File: src/rtl/mmu_maint_pkg.sv
package mmu_maint_pkg;
  localparam int REG_AW = 12;
  localparam int REG_DW = 32;

  localparam logic [REG_AW-1:0] OFS_MRST    = 12'h010;
  localparam logic [REG_AW-1:0] OFS_XEN     = 12'h020;
  localparam logic [REG_AW-1:0] OFS_CGATE   = 12'h040;
  localparam logic [REG_AW-1:0] OFS_FLUSH   = 12'h080;
  localparam logic [REG_AW-1:0] OFS_TADDR   = 12'h090;
  localparam logic [REG_AW-1:0] OFS_TMASK   = 12'h094;
  localparam logic [REG_AW-1:0] OFS_TGO     = 12'h098;
  localparam logic [REG_AW-1:0] OFS_WADDR   = 12'h0A0;
  localparam logic [REG_AW-1:0] OFS_WGO     = 12'h0A8;
  localparam logic [REG_AW-1:0] OFS_IEN     = 12'h100;
  localparam logic [REG_AW-1:0] OFS_ICLR    = 12'h104;
  localparam logic [REG_AW-1:0] OFS_ISTAT   = 12'h108;

  localparam int BIT_MACRO = 16;
  localparam int BIT_WALK  = 17;
  localparam int BIT_L1    = 16;
  localparam int BIT_L2    = 17;
  localparam int STAT_W    = 18;

  // Bit of the flush register that controls flush target idx.
  function automatic int flush_bit(input int idx, input int nm);
    if (idx < nm) return idx;
    else if (idx == nm) return BIT_MACRO;
    else return BIT_WALK;
  endfunction
endpackage

File: src/rtl/mmu_maint_op.sv
module mmu_maint_op #(
  parameter int MIN_CYCLES = 4
) (
  input  logic clk,
  input  logic rst_n,
  input  logic start_i,
  input  logic done_i,
  output logic busy_o,
  output logic stb_o
);
  localparam int MC = (MIN_CYCLES < 1) ? 1 : MIN_CYCLES;
  localparam int CW = $clog2(MC + 1);

  logic [CW-1:0] cnt_q;
  logic          seen_q;
  logic          reached;

  assign reached = (cnt_q >= CW'(MC - 1));

  always_ff @(posedge clk or negedge rst_n) begin
    if (!rst_n) begin
      busy_o <= 1'b0;
      stb_o  <= 1'b0;
      cnt_q  <= '0;
      seen_q <= 1'b0;
    end else begin
      stb_o <= 1'b0;
      if (!busy_o) begin
        if (start_i) begin
          busy_o <= 1'b1;
          stb_o  <= 1'b1;
          cnt_q  <= '0;
          seen_q <= 1'b0;
        end
      end else begin
        if (done_i) seen_q <= 1'b1;
        if (!reached) cnt_q <= cnt_q + CW'(1);
        if ((seen_q || done_i) && reached) busy_o <= 1'b0;
      end
    end
  end
endmodule

File: src/rtl/mmu_maint_fault.sv
module mmu_maint_fault
  import mmu_maint_pkg::*;
#(
  parameter int NUM_MASTERS = 6
) (
  input  logic                   clk,
  input  logic                   rst_n,
  input  logic                   l1_i,
  input  logic                   l2_i,
  input  logic [NUM_MASTERS-1:0] perm_i,
  input  logic                   clr_we_i,
  input  logic                   en_we_i,
  input  logic [REG_DW-1:0]      wdata_i,
  output logic [STAT_W-1:0]      status_o,
  output logic [STAT_W-1:0]      enable_o,
  output logic                   irq_o
);
  logic [STAT_W-1:0] set_vec;
  logic [STAT_W-1:0] clr_vec;
  logic [STAT_W-1:0] valid_mask;

  always_comb begin
    set_vec = '0;
    valid_mask = '0;
    for (int i = 0; i < NUM_MASTERS; i++) begin
      set_vec[i]    = perm_i[i];
      valid_mask[i] = 1'b1;
    end
    set_vec[BIT_L1]    = l1_i;
    set_vec[BIT_L2]    = l2_i;
    valid_mask[BIT_L1] = 1'b1;
    valid_mask[BIT_L2] = 1'b1;
    clr_vec = clr_we_i ? wdata_i[STAT_W-1:0] : '0;
  end

  always_ff @(posedge clk or negedge rst_n) begin
    if (!rst_n) begin
      status_o <= '0;
      enable_o <= '0;
    end else begin
      status_o <= ((status_o & ~clr_vec) | set_vec) & valid_mask;
      if (en_we_i) enable_o <= wdata_i[STAT_W-1:0] & valid_mask;
    end
  end

  assign irq_o = |(status_o & enable_o);
endmodule

File: src/rtl/mmu_maint_ctrl.sv
module mmu_maint_ctrl
  import mmu_maint_pkg::*;
#(
  parameter int NUM_MASTERS   = 6,
  parameter int OP_MIN_CYCLES = 4
) (
  input  logic                     clk,
  input  logic                     rst_n,
  input  logic                     reg_wr,
  input  logic                     reg_rd,
  input  logic [REG_AW-1:0]        reg_addr,
  input  logic [REG_DW-1:0]        reg_wdata,
  output logic [REG_DW-1:0]        reg_rdata,
  output logic [NUM_MASTERS+1:0]   flush_stb,
  input  logic [NUM_MASTERS+1:0]   flush_done,
  output logic                     tlb_inv_stb,
  output logic [REG_DW-1:0]        tlb_inv_addr,
  output logic [REG_DW-1:0]        tlb_inv_mask,
  input  logic                     tlb_inv_done,
  output logic                     walk_inv_stb,
  output logic [REG_DW-1:0]        walk_inv_addr,
  input  logic                     walk_inv_done,
  input  logic                     fault_l1,
  input  logic                     fault_l2,
  input  logic [NUM_MASTERS-1:0]   fault_perm,
  output logic                     irq,
  output logic [NUM_MASTERS-1:0]   master_rst_n,
  output logic                     xlat_en,
  output logic                     clk_gate_en
);
  localparam int NF = NUM_MASTERS + 2;

  logic              wr_flush, wr_tgo, wr_wgo;
  logic [NF-1:0]     flush_start;
  logic [NF-1:0]     flush_busy;
  logic              tlb_busy, walk_busy;
  logic [STAT_W-1:0] stat_q, ien_q;
  logic [REG_DW-1:0] flush_view;
  logic [REG_DW-1:0] rd_mux;

  assign wr_flush = reg_wr && (reg_addr == OFS_FLUSH);
  assign wr_tgo   = reg_wr && (reg_addr == OFS_TGO);
  assign wr_wgo   = reg_wr && (reg_addr == OFS_WGO);

  // One tracker per flush target.
  for (genvar g = 0; g < NF; g++) begin : g_flush
    localparam int BP = flush_bit(g, NUM_MASTERS);
    assign flush_start[g] = wr_flush && reg_wdata[BP];
    mmu_maint_op #(.MIN_CYCLES(OP_MIN_CYCLES)) u_op (
      .clk    (clk),
      .rst_n  (rst_n),
      .start_i(flush_start[g]),
      .done_i (flush_done[g]),
      .busy_o (flush_busy[g]),
      .stb_o  (flush_stb[g])
    );
  end

  mmu_maint_op #(.MIN_CYCLES(OP_MIN_CYCLES)) u_tlb_op (
    .clk    (clk),
    .rst_n  (rst_n),
    .start_i(wr_tgo && reg_wdata[0]),
    .done_i (tlb_inv_done),
    .busy_o (tlb_busy),
    .stb_o  (tlb_inv_stb)
  );

  mmu_maint_op #(.MIN_CYCLES(OP_MIN_CYCLES)) u_walk_op (
    .clk    (clk),
    .rst_n  (rst_n),
    .start_i(wr_wgo && reg_wdata[0]),
    .done_i (walk_inv_done),
    .busy_o (walk_busy),
    .stb_o  (walk_inv_stb)
  );

  mmu_maint_fault #(.NUM_MASTERS(NUM_MASTERS)) u_fault (
    .clk     (clk),
    .rst_n   (rst_n),
    .l1_i    (fault_l1),
    .l2_i    (fault_l2),
    .perm_i  (fault_perm),
    .clr_we_i(reg_wr && (reg_addr == OFS_ICLR)),
    .en_we_i (reg_wr && (reg_addr == OFS_IEN)),
    .wdata_i (reg_wdata),
    .status_o(stat_q),
    .enable_o(ien_q),
    .irq_o   (irq)
  );

  // Plain control registers.
  always_ff @(posedge clk or negedge rst_n) begin
    if (!rst_n) begin
      master_rst_n  <= '1;
      xlat_en       <= 1'b0;
      clk_gate_en   <= 1'b0;
      tlb_inv_addr  <= '0;
      tlb_inv_mask  <= '0;
      walk_inv_addr <= '0;
    end else if (reg_wr) begin
      unique case (reg_addr)
        OFS_MRST:  master_rst_n  <= reg_wdata[NUM_MASTERS-1:0];
        OFS_XEN:   xlat_en       <= reg_wdata[0];
        OFS_CGATE: clk_gate_en   <= reg_wdata[0];
        OFS_TADDR: tlb_inv_addr  <= reg_wdata;
        OFS_TMASK: tlb_inv_mask  <= reg_wdata;
        OFS_WADDR: walk_inv_addr <= reg_wdata;
        default: ;
      endcase
    end
  end

  always_comb begin
    flush_view = '0;
    for (int i = 0; i < NF; i++) flush_view[flush_bit(i, NUM_MASTERS)] = flush_busy[i];
  end

  always_comb begin
    rd_mux = '0;
    unique case (reg_addr)
      OFS_MRST:  rd_mux[NUM_MASTERS-1:0] = master_rst_n;
      OFS_XEN:   rd_mux[0] = xlat_en;
      OFS_CGATE: rd_mux[0] = clk_gate_en;
      OFS_FLUSH: rd_mux = flush_view;
      OFS_TADDR: rd_mux = tlb_inv_addr;
      OFS_TMASK: rd_mux = tlb_inv_mask;
      OFS_TGO:   rd_mux[0] = tlb_busy;
      OFS_WADDR: rd_mux = walk_inv_addr;
      OFS_WGO:   rd_mux[0] = walk_busy;
      OFS_IEN:   rd_mux[STAT_W-1:0] = ien_q;
      OFS_ISTAT: rd_mux[STAT_W-1:0] = stat_q;
      default:   rd_mux = '0;
    endcase
  end

  always_ff @(posedge clk or negedge rst_n) begin
    if (!rst_n) reg_rdata <= '0;
    else if (reg_rd) reg_rdata <= rd_mux;
  end
endmodule

File: config.mk
export PLATFORM = sky130hd
export DESIGN_NAME = mmu_maint_ctrl
export DESIGN_NICKNAME = d
export VERILOG_FILES = /design/src/rtl/mmu_maint_pkg.sv /design/src/rtl/mmu_maint_op.sv /design/src/rtl/mmu_maint_fault.sv /design/src/rtl/mmu_maint_ctrl.sv
export SDC_FILE = /design/constraint.sdc
export NUM_CORES = 1
export LEC_CHECK = 0
export BUFFER_PORTS_ARGS = -buffer_cell sky130_fd_sc_hd__buf_2
export CORE_UTILIZATION = 49
export DETAILED_ROUTE_END_ITERATION = 7
export GPL_TIMING_DRIVEN = 0
export PLACE_DENSITY = 0.76
export SYNTH_ARGS = -nofsm -noshare
export SYNTH_HDL_FRONTEND = slang
export SYNTH_SLANG_ARGS = --single-unit
File: constraint.sdc
create_clock -name clk -period 1.6 [get_ports clk]
set_input_delay 0 -clock clk [delete_from_list [all_inputs] [get_ports clk]]
set_output_delay 0 -clock clk [all_outputs]
set_load 0.01 [all_outputs]
=== Word level (Yosys, flattened, before mapping) ===
Cells that the tools add are included.

* Order comparisons: 10
* Muxes and demuxes: 105
* Add/subtract/negate cells: 10
* Bitwise logic cells: 4
* Reduce and logical (&&, ||, !) cells: 72
* Equality and inequality tests: 32

{| class="wikitable"
|+ Operators with widths
! cell !! count
|-
| $mux W3 || 30
|-
| $eq A12 B8 Y1 const B || 6
|-
| $pmux W12 S6 || 1
|-
| $mux W1 || 70
|-
| $reduce_and A2 Y1 || 26
|-
| $pmux W14 S3 || 1
|-
| $ne A2 B2 Y1 const B || 20
|-
| $and A18 B18 Y18 || 2
|-
| $eq A12 B9 Y1 const B || 3
|-
| $pmux W5 S7 || 1
|-
| $add A3 B1 Y3 const B || 10
|-
| $ge A3 B2 Y1 const B || 10
|-
| $logic_and A1 B1 Y1 || 25
|-
| $reduce_bool A2 Y1 || 10
|-
| $mux W18 || 1
|-
| $not A18 Y18 || 1
|-
| $or A18 B18 Y18 || 1
|-
| $reduce_or A18 Y1 || 1
|-
| $eq A12 B5 Y1 const B || 1
|-
| $eq A12 B6 Y1 const B || 1
|-
| $eq A12 B7 Y1 const B || 1
|-
| $pmux W1 S11 || 1
|-
| $logic_or A1 B1 Y1 || 10
|}

* Output and inout port bits: 147
* Word-level logic and storage cells: 282
* Flip-flop bits (word level): 212
* Input bits: 66

=== Depth between registers and ports, before layout ===
Gate-level depths: netlist (run 1).

* Word-level depth: 6
* Gate-level depth with buffers: 8

=== Hierarchy ===
From an unflattened synthesis (run 1), not the netlist that was laid out.

* Cell total of the unflattened synthesis: 838
* Area total of the unflattened synthesis: 10137.2 um^2

{| class="wikitable"
|+ By module, submodules not included
! module !! cells each !! instances !! area an instance (um^2)
|-
| mmu_maint_ctrl || 510 || 1 || 6515.0
|-
| mmu_maint_op at g_flush[0].u_op ... || 26 || 6 || 279.0
|-
| mmu_maint_op at g_flush[6].u_op ... || 26 || 4 || 282.8
|-
| mmu_maint_fault || 68 || 1 || 817.0
|}

=== Least setup slack after synthesis (run 1) ===
No wires, ideal clock.

* Path kind: register to register
* Start point: reg g_flush[5].u_op.cnt_q[0]
* End point: reg g_flush[5].u_op.cnt_q[0]
* Library setup time: 0.122 ns
* Slack: -0.076 ns
* Data arrival time: 1.554 ns
* Cell stages (with the launch flop): 8
* Data required time: 1.478 ns
* Cells stage by stage: dfrtp_1 ha_1 ha_1 a211oi_1 nand2_1 nand2_1 o31ai_1 a32o_1

* Word-level cells in the longest chain between the ends: 3
* Elaborated cells between the ends (all ways): 6
* Classes of those cells: add/sub: 1; order compare: 1; eq/ne: 1; mux: 2; reduce/logical: 1

{| class="wikitable"
|+ RTL lines
! what !! RTL line !! RTL
|-
| start, declared || mmu_maint_op.sv:14 || <nowiki>logic [CW-1:0] cnt_q;</nowiki>
|-
| start signal, assigned || mmu_maint_op.sv:37 || <nowiki>if (!reached) cnt_q <= cnt_q + CW'(1);</nowiki>
|-
| $add A3 B1 Y3 or $ge A3 B2 Y1 (tied branches) || mmu_maint_op.sv:37, mmu_maint_op.sv:18 ||
|-
| $mux W3 or $ne A2 B2 Y1 (tied branches) || - ||
|-
| $mux W3 or $reduce_and A2 Y1 (tied branches) || - ||
|}

Parallel ways exist; a longest one is shown, timed or not. The select of a mux whose other input is x is not followed.
A chain may end at the register's enable or synchronous reset.

=== Final worst setup path (run 1) ===
Ends and elaborated chain as after synthesis.

==> reports/metrics.yaml, run 1 <==
ys_ff_latch: 212
fmax_mhz: 605
run_status: "finished with violations"
cts_buffers: 23
synth_area_per_cell_um2: 12.2
cts_tree: "yes"
cp.buffers_inverters: 0
clkSlewWorstSetupHoldPaths_ns: 0.06
clock_latency_ns: 0.51
drv_cap: 0
synth_seq_area_share_pct: 55.5
p_leak_nw: 6.46
cp.arrival_ns: 2.05
design.die.area_um2: 20100
gp_congestion: 0.886
holdCritPathClass: "input pin to flip-flop"
utilization_pct: 66.7
ant_nets: 0
p_per_area_nw_per_um2: 915
hold_viol: 0
vdd_drop_max_mv: 0.723
cp_data_required_time_ns: 2.00
cts_root_buffer: "clkbuf_16"
start_util_pct: 50.5
violations: "negative setup slack"
fin_nets: 1182
grt_overflow: 0
die_h_um: 142
coreArea_um2: 19000
maxSlewHeadroom_pct: 44.3
synthTopCellsByArea: "dfrtp_1 54%, mux2_2 6.5%, mux2_4 4.7%"
max_slew.worst_pin.slew_ns: 0.828
drt_iter0_drc: 612
antenna_found_initial: 2
track_usage_pct: 26.7
portBuffers: 208
cp-start-kind: "flip-flop"
synthesis.nets: 869
synth_cell_types: 60
cts_max_level: 1
stdcell_count: 1375
syn_to_final_growth_pct: 32.0
drive_above_1_share_pct: 39.1
wl_per_cell_um: 19.5
std_cell_rows: 50
vias_per_cell: 5.64
setup_ws_ns: -0.0541
wl_mm: 26.8
yosys.area.top_type: "dfrtp_1"
synth.most_common_cell: "dfrtp_1"
clkSinkCount: 212
slew_viol_final: 0
synth_common_cells: "206 x dfrtp_1, 65 x nand2_1, 55 x mux2_2, 45 x nor2_1, 33 x inv_1"
ys_warn_count: 0
num_io_pins: 213
crit_chain: "ha_2 > ha_4 > a211oi_4 > nand2_2 > nand2_1 > o31ai_1 > a32o_1"
syn-instance-count: 783
rsz0062_at_grt: "true"
remaining_drc_errors: 0
crit_path_max_incr_delay_ns: 0.39
worst_setup_path_end_kind: "flip-flop"
grt_max_degree: 120
via_count: 7758
min_period_ns: 1.65
worst_path_max_delay_cell: "dfrtp_1"
cts_max_path_buffers: 3
synth_ff_type: "dfrtp_1"
first_global_vias: 7833
setup_viol: 1
post-route-period-util_pct: 103
yosysTopAreaCellShare_pct: 53.8
die_w_um: 142
fillCellCount: 1452
cp_top_family: "compound AO/OA/AOI/OAI gates"
skew_ns: 0.0116
cp_max_fo: 4
hpwl_mm: 18.1
syn_area_um2: 9580
synth-edff-count: 0
grt_pass1_wl_mm: 41.8
first_pass_iters: 5
dp_cells: 1252
criticalPathCategory: "flip-flop to flip-flop"
synth-async-reset-ratio_pct: 100
==> cell type report <==
type	count	area, um2	share of cell area (%)
sequential	212	5310	42.0
multi-input combinational	496	4020	31.8
timing repair buffer	289	1820	14.4
clock buffer	31	616	4.87
tap	260	325	2.57
buffer	41	262	2.07
clock inverter	11	159	1.26
inverter	33	124	0.980
antenna	2	5.00	0.0396
==> per-layer routing <==
layer	global-route usage, %	part of all wire, %	routed length [um]	vias up
met2	43.8	48	12800	298
met3	3.58	5.8	1570	68
li1	-	-	-	3504
met1	35.6	42	11300	3888
met4	11.4	4.3	1150	0
met5	0	0	0	-
==> worst paths after layout <==
kind / slack [ns] / depth (start not counted) / startpoint / end
max: -0.05 / 7 / g_flush[5].u_op.cnt_q[0] / g_flush[5].u_op.cnt_q[0]
min: 0.05 / 4 / reg_addr[1] / reg_rdata[0]
max reg2reg: -0.05 / 7 / g_flush[5].u_op.cnt_q[0] / g_flush[5].u_op.cnt_q[0]
min reg2reg: 0.50 / 1 / u_walk_op.seen_q / u_walk_op.seen_q
max in group asynchronous: 0.48 / 3 / rst_n / g_flush[3].u_op.stb_o
min in group asynchronous: 0.09 / 2 / rst_n / tlb_inv_mask[23]
==> worst reg2reg max path: cells and delay by family, from the launching register on <==
kind	cells	cell delay, ns
AOI/OAI and AO/OA	3	0.57
DFF	1	0.39
adders and majority gates	2	0.37
and+or+nand+nor	2	0.21
==> cells in the final DEF (no fill, tap or decap), types with 4 or more instances in the layout <==
| master | netlist | layout |
|---|---|---|
| buf_2 | 8 | 215 |
| dfrtp_1 | 206 | 206 |
| nand2_1 | 65 | 56 |
| mux2_2 | 55 | 55 |
| dlygate4sd3_1 | 0 | 55 |
| nor2_1 | 45 | 45 |
| buf_4 | 12 | 37 |
| inv_1 | 33 | 33 |
| mux2_4 | 30 | 30 |
| mux2_1 | 30 | 30 |
| o22ai_1 | 30 | 30 |
| a21oi_1 | 28 | 28 |
| a222oi_1 | 25 | 25 |
| clkbuf_16 | 0 | 23 |
| nand3_1 | 23 | 22 |
| o21ai_0 | 20 | 20 |
| clkbuf_1 | 15 | 16 |
| ha_1 | 20 | 16 |
| nand2_2 | 2 | 11 |
| a22oi_1 | 11 | 11 |
| a21o_1 | 9 | 9 |
| a211oi_2 | 0 | 8 |
| nor2b_1 | 7 | 6 |
| clkbuf_2 | 1 | 6 |
| buf_6 | 6 | 6 |
| clkinv_2 | 0 | 6 |
| dfstp_2 | 6 | 6 |
| nand4_1 | 5 | 5 |
| a32oi_1 | 5 | 5 |
| mux2i_1 | 5 | 5 |
| nor3_1 | 4 | 4 |
| o211ai_1 | 4 | 4 |
| and3_1 | 4 | 4 |
| nand2b_1 | 4 | 4 |
| o31ai_1 | 4 | 4 |
| a22o_1 | 4 | 4 |
| bufinv_16 | 0 | 4 |
==> cell families (layout without fill, tap and decap cells) <==
kind of cell | after synthesis | in the layout | synth area share [%]
DFF | 212 | 212 | 55.5
and+or+nand+nor | 188 | 188 | 10.2
AOI/OAI and AO/OA | 164 | 164 | 12.1
muxes | 120 | 120 | 15.2
buffers and inverters | 75 | 405 | 4.00
adders and majority gates | 20 | 20 | 2.61
xor gates and xnor gates | 4 | 4 | 0.366
other | 0 | 2 | 0
==> where the power goes <==
| part | switching (mW) | internal [mW] | leakage, nW |
|---|---|---|---|
| registers | 0.0304 | 5.41 | 2.72 |
| logic | 0.379 | 0.261 | 3.35 |
| clock network | 2.14 | 3.35 | 0.383 |
| total | 2.55 | 9.02 | 6.46 |
==> repair_timing <==
item                       CTS  global route
pin swaps                    3            15
setup endpoints to repair   25           131
gates resized for setup      8            28
hold endpoints to repair   245             0
hold buffers                55             0
gates cloned                 0             0
buffers inserted            10            15
==> through the flow <==
stage | cell area, um2 | total power [mW] | hold WS, ns | setup WS [ns] | TNS (ns)
after CTS | 12400 | 11.7 | 0.00480 | 0.00167 | 0
after floorplan | 9590 | 5.72 | -0.296 | -0.0120 | -0.0120
after detailed placement | 11000 | 6.07 | 0.0655 | -0.634 | -83.98
after global routing | 12600 | 11.9 | 0.0869 | -0.157 | -0.292
final | 12600 | 11.6 | 0.0472 | -0.0541 | -0.0541
after global placement | 11000 | 6.05 | 0.179 | -3.12 | -731.53
==> sequential cells by signal, summed over array words and instances, names as in the netlist <==
register,cells
clk_gate_en,1
g_flush.u_op.busy_o,8
g_flush.u_op.cnt_q,24
g_flush.u_op.seen_q,8
g_flush.u_op.stb_o,8
master_rst_n,6
reg_rdata,32
tlb_inv_addr,32
tlb_inv_mask,32
u_fault.enable_o,8
u_fault.status_o,8
u_tlb_op.busy_o,1
u_tlb_op.cnt_q,3
u_tlb_op.seen_q,1
u_tlb_op.stb_o,1
u_walk_op.busy_o,1
u_walk_op.cnt_q,3
u_walk_op.seen_q,1
u_walk_op.stb_o,1
walk_inv_addr,32
xlat_en,1
(Power assumes the default switching activity.)
==> run 2, diff against run 1 <==
- CORE_UTILIZATION: 49 -> 51
- CTS_BUF_LIST: unset -> sky130_fd_sc_hd__clkbuf_2
- PLACE_DENSITY: 0.76 -> 0.79
==> run 2 against run 1 <==
The flow finishes with violations (design-rule violations, negative hold slack, negative setup slack). Sequential power hardly changed. Final cell count is 8.5% higher. Utilization increased by 6.2 points. Largest power group is now registers. Global-route usage up 3.6 points. Critical path type is now input pin to flip-flop. Via count up 11%. Die area fell by 3.9%.
==> reports/metrics.yaml, run 2 (same netlist as run 1, synthesis figures left out) <==
post-route-period-util_pct: 117  # +14 points
drt_iter0_drc: 575  # -6.0%
cts_tree: "yes"
clock_latency_ns: 0.85  # +0.34 ns
timing.hold.ws_ns: -0.209  # -0.256 ns
via_count: 8635  # +11%
ant_nets: 0  # unchanged
gp_congestion: 0.907  # +2.3%
die_h_um: 139  # -2.0%
wl_per_cell_um: 20.0  # +2.3%
cts_max_level: 2  # +1
vdd_drop_max_mv: 0.528  # -27%
critPathMostFrequentCell: "dlygate4sd3_1"
crit_chain: "buf_2 > nor4_4 > buf_4 > dlygate4sd3_1 > nand2_4 > nor2_4 > nand2_2 > dlygate4sd3_1 > mux2_2"
cp-start-kind: "input pin"
vias_per_cell: 5.79  # +2.6%
hold_viol: 15  # +15
worst_path_max_delay_cell: "dlygate4sd3_1"
grt_overflow: 0  # unchanged
cp.arrival_ns: 2.58  # +0.53 ns
drv_cap: 0  # unchanged
crit_path_max_incr_delay_ns: 0.70  # +0.31 ns
final_cell_mix: "214 x buf_2, 204 x dfrtp_1, 132 x dlygate4sd3_1"
grt_max_degree: 76  # -37%
setup_viol: 62  # +61
start_util_pct: 52.6  # +2.1 points
fmax_mhz: 534  # -12%
p_per_area_nw_per_um2: 733  # -20%
holdCritPathClass: "input pin to flip-flop"
first_global_vias: 8837  # +13%
worst_setup_path_end_kind: "flip-flop"
coreArea_um2: 18200  # -3.9%
skew_ns: 0.0603  # +0.0487 ns
syn_to_final_growth_pct: 38.6
violations: "design-rule violations, negative hold slack, negative setup slack"
remaining_drc_errors: 12  # +12
hpwl_mm: 18.2  # +0.40%
grt_pass1_wl_mm: 45.5  # +8.8%
wl_mm: 29.8  # +11%
cp_top_family: "buffers and inverters"
setup_ws_ns: -0.273  # -0.219 ns
clkSinkCount: 212  # unchanged
max_slew.worst_pin.slew_ns: 0.747  # -0.0813 ns
cts_buffers: 54  # +130%
worst-r2r-setup-slack_ns: -0.05  # about the same
slew_viol_final: 0  # unchanged
cp_data_required_time_ns: 2.31  # +0.31 ns
dp_slack_ns: -0.641  # -0.00733 ns
rsz0062_at_grt: "true"
portBuffers: 208  # unchanged
criticalPathCategory: "input pin to flip-flop"
cp_max_fo: 6  # +2
final_common_cell: "buf_2"
track_usage_pct: 30.2  # +3.6 points
antenna_found_initial: 3  # +1
maxSlewHeadroom_pct: 49.8  # +5.5 points
cts_max_path_buffers: 3  # unchanged
num_io_pins: 213  # unchanged
min_period_ns: 1.87  # +0.219 ns
die_w_um: 139  # -2.0%
clkSlewWorstSetupHoldPaths_ns: 0.09  # +0.03 ns
cp.buffers_inverters: 4  # +4
std_cell_rows: 49  # -2.0%
first_pass_iters: 8  # +3
cts_root_buffer: "clkbuf_2"
design.die.area_um2: 19300  # -3.9%
tns_ns: -7.64  # -7.58 ns
fin_nets: 1312  # +11%
drive_above_1_share_pct: 40.7  # +1.6 points
p_leak_nw: 6.83  # +5.8%
run_status: "finished with violations"
run 2: cell types whose count changed in the layout (fill, tap and decap cells not counted), moves of 6 or more:
cell | before | now
dlygate4sd3_1 | 55 | 132
clkinv_2 | 6 | 0
clkbuf_16 | 23 | 0
buf_4 | 37 | 56
clkbuf_2 | 6 | 88
run 2: what timing repair did:
action	CTS	global route
endpoints found under the hold margin	404	20
setup endpoints to repair	7	97
gates resized for setup	6	43
pin swaps	5	23
setup buffers	15	29
hold buffers	125	10
run 2: through the flow:
stage | cell area, um2 | hold WS (ns) | power [mW] | utilization [%] | cells
final | 13300 | -0.209 | 9.73 | 72.9 | 1492
after global routing | 13300 | -0.189 | 10.2 | 72.9 | 1492
after CTS | 12800 | -0.449 | 9.78 | 70.4 | 1452
after global placement | 10900 | 0.178 | 6.04 | 60.0 | 1220
after floorplan | 9590 | -0.296 | 5.72 | - | 783
after detailed placement | 11000 | -0.0205 | 6.07 | 60.3 | 1222
run 2: final cells by class:
cell class | count | area, um2
sequential | 212 | 5320
buffer | 42 | 265
tap | 229 | 287
multi-input combinational | 496 | 4060
clock inverter | 6 | 26.3
antenna | 3 | 7.51
inverter | 33 | 124
clock buffer | 84 | 420
fill | 1228 | 4930
timing repair buffer | 387 | 2770
run 2: worst paths after layout:
| path | start | endpoint | cells after the start |
|---|---|---|---|
| max | reg_addr[8] | tlb_inv_addr[12] | 9 |
| min | reg_addr[9] | reg_rdata[4] | 6 |
| max reg2reg | g_flush[5].u_op.cnt_q[0] | g_flush[5].u_op.busy_o | 7 |
| min reg2reg | u_tlb_op.seen_q | u_tlb_op.busy_o | 1 |
| max in group asynchronous | rst_n | g_flush[6].u_op.cnt_q[0] | 5 |
| min in group asynchronous | rst_n | g_flush[3].u_op.cnt_q[0] | 3 |
run 2: routing by layer:
metal  wire (um)  global-route usage (%)
met1       11700                    37.2
met2       14400                    50.2
met3        2300                    6.01
met4        1410                    16.8
met5           0                       0
run 2: power by group:
part / leakage [nW] / internal, mW / switching (mW)
sequential: 2.72 / 5.40 / 0.0325
combinational: 3.75 / 0.365 / 0.412
clock: 0.360 / 1.36 / 2.16
total: 6.83 / 7.13 / 2.60
run 2: tightest hold or removal path: cells and delay by family:
kind                   cells  cell delay [ns]
buffers and inverters      1             0.13
AND/OR/NAND/NOR            3             0.27
AO/OA/AOI/OAI              2             0.18
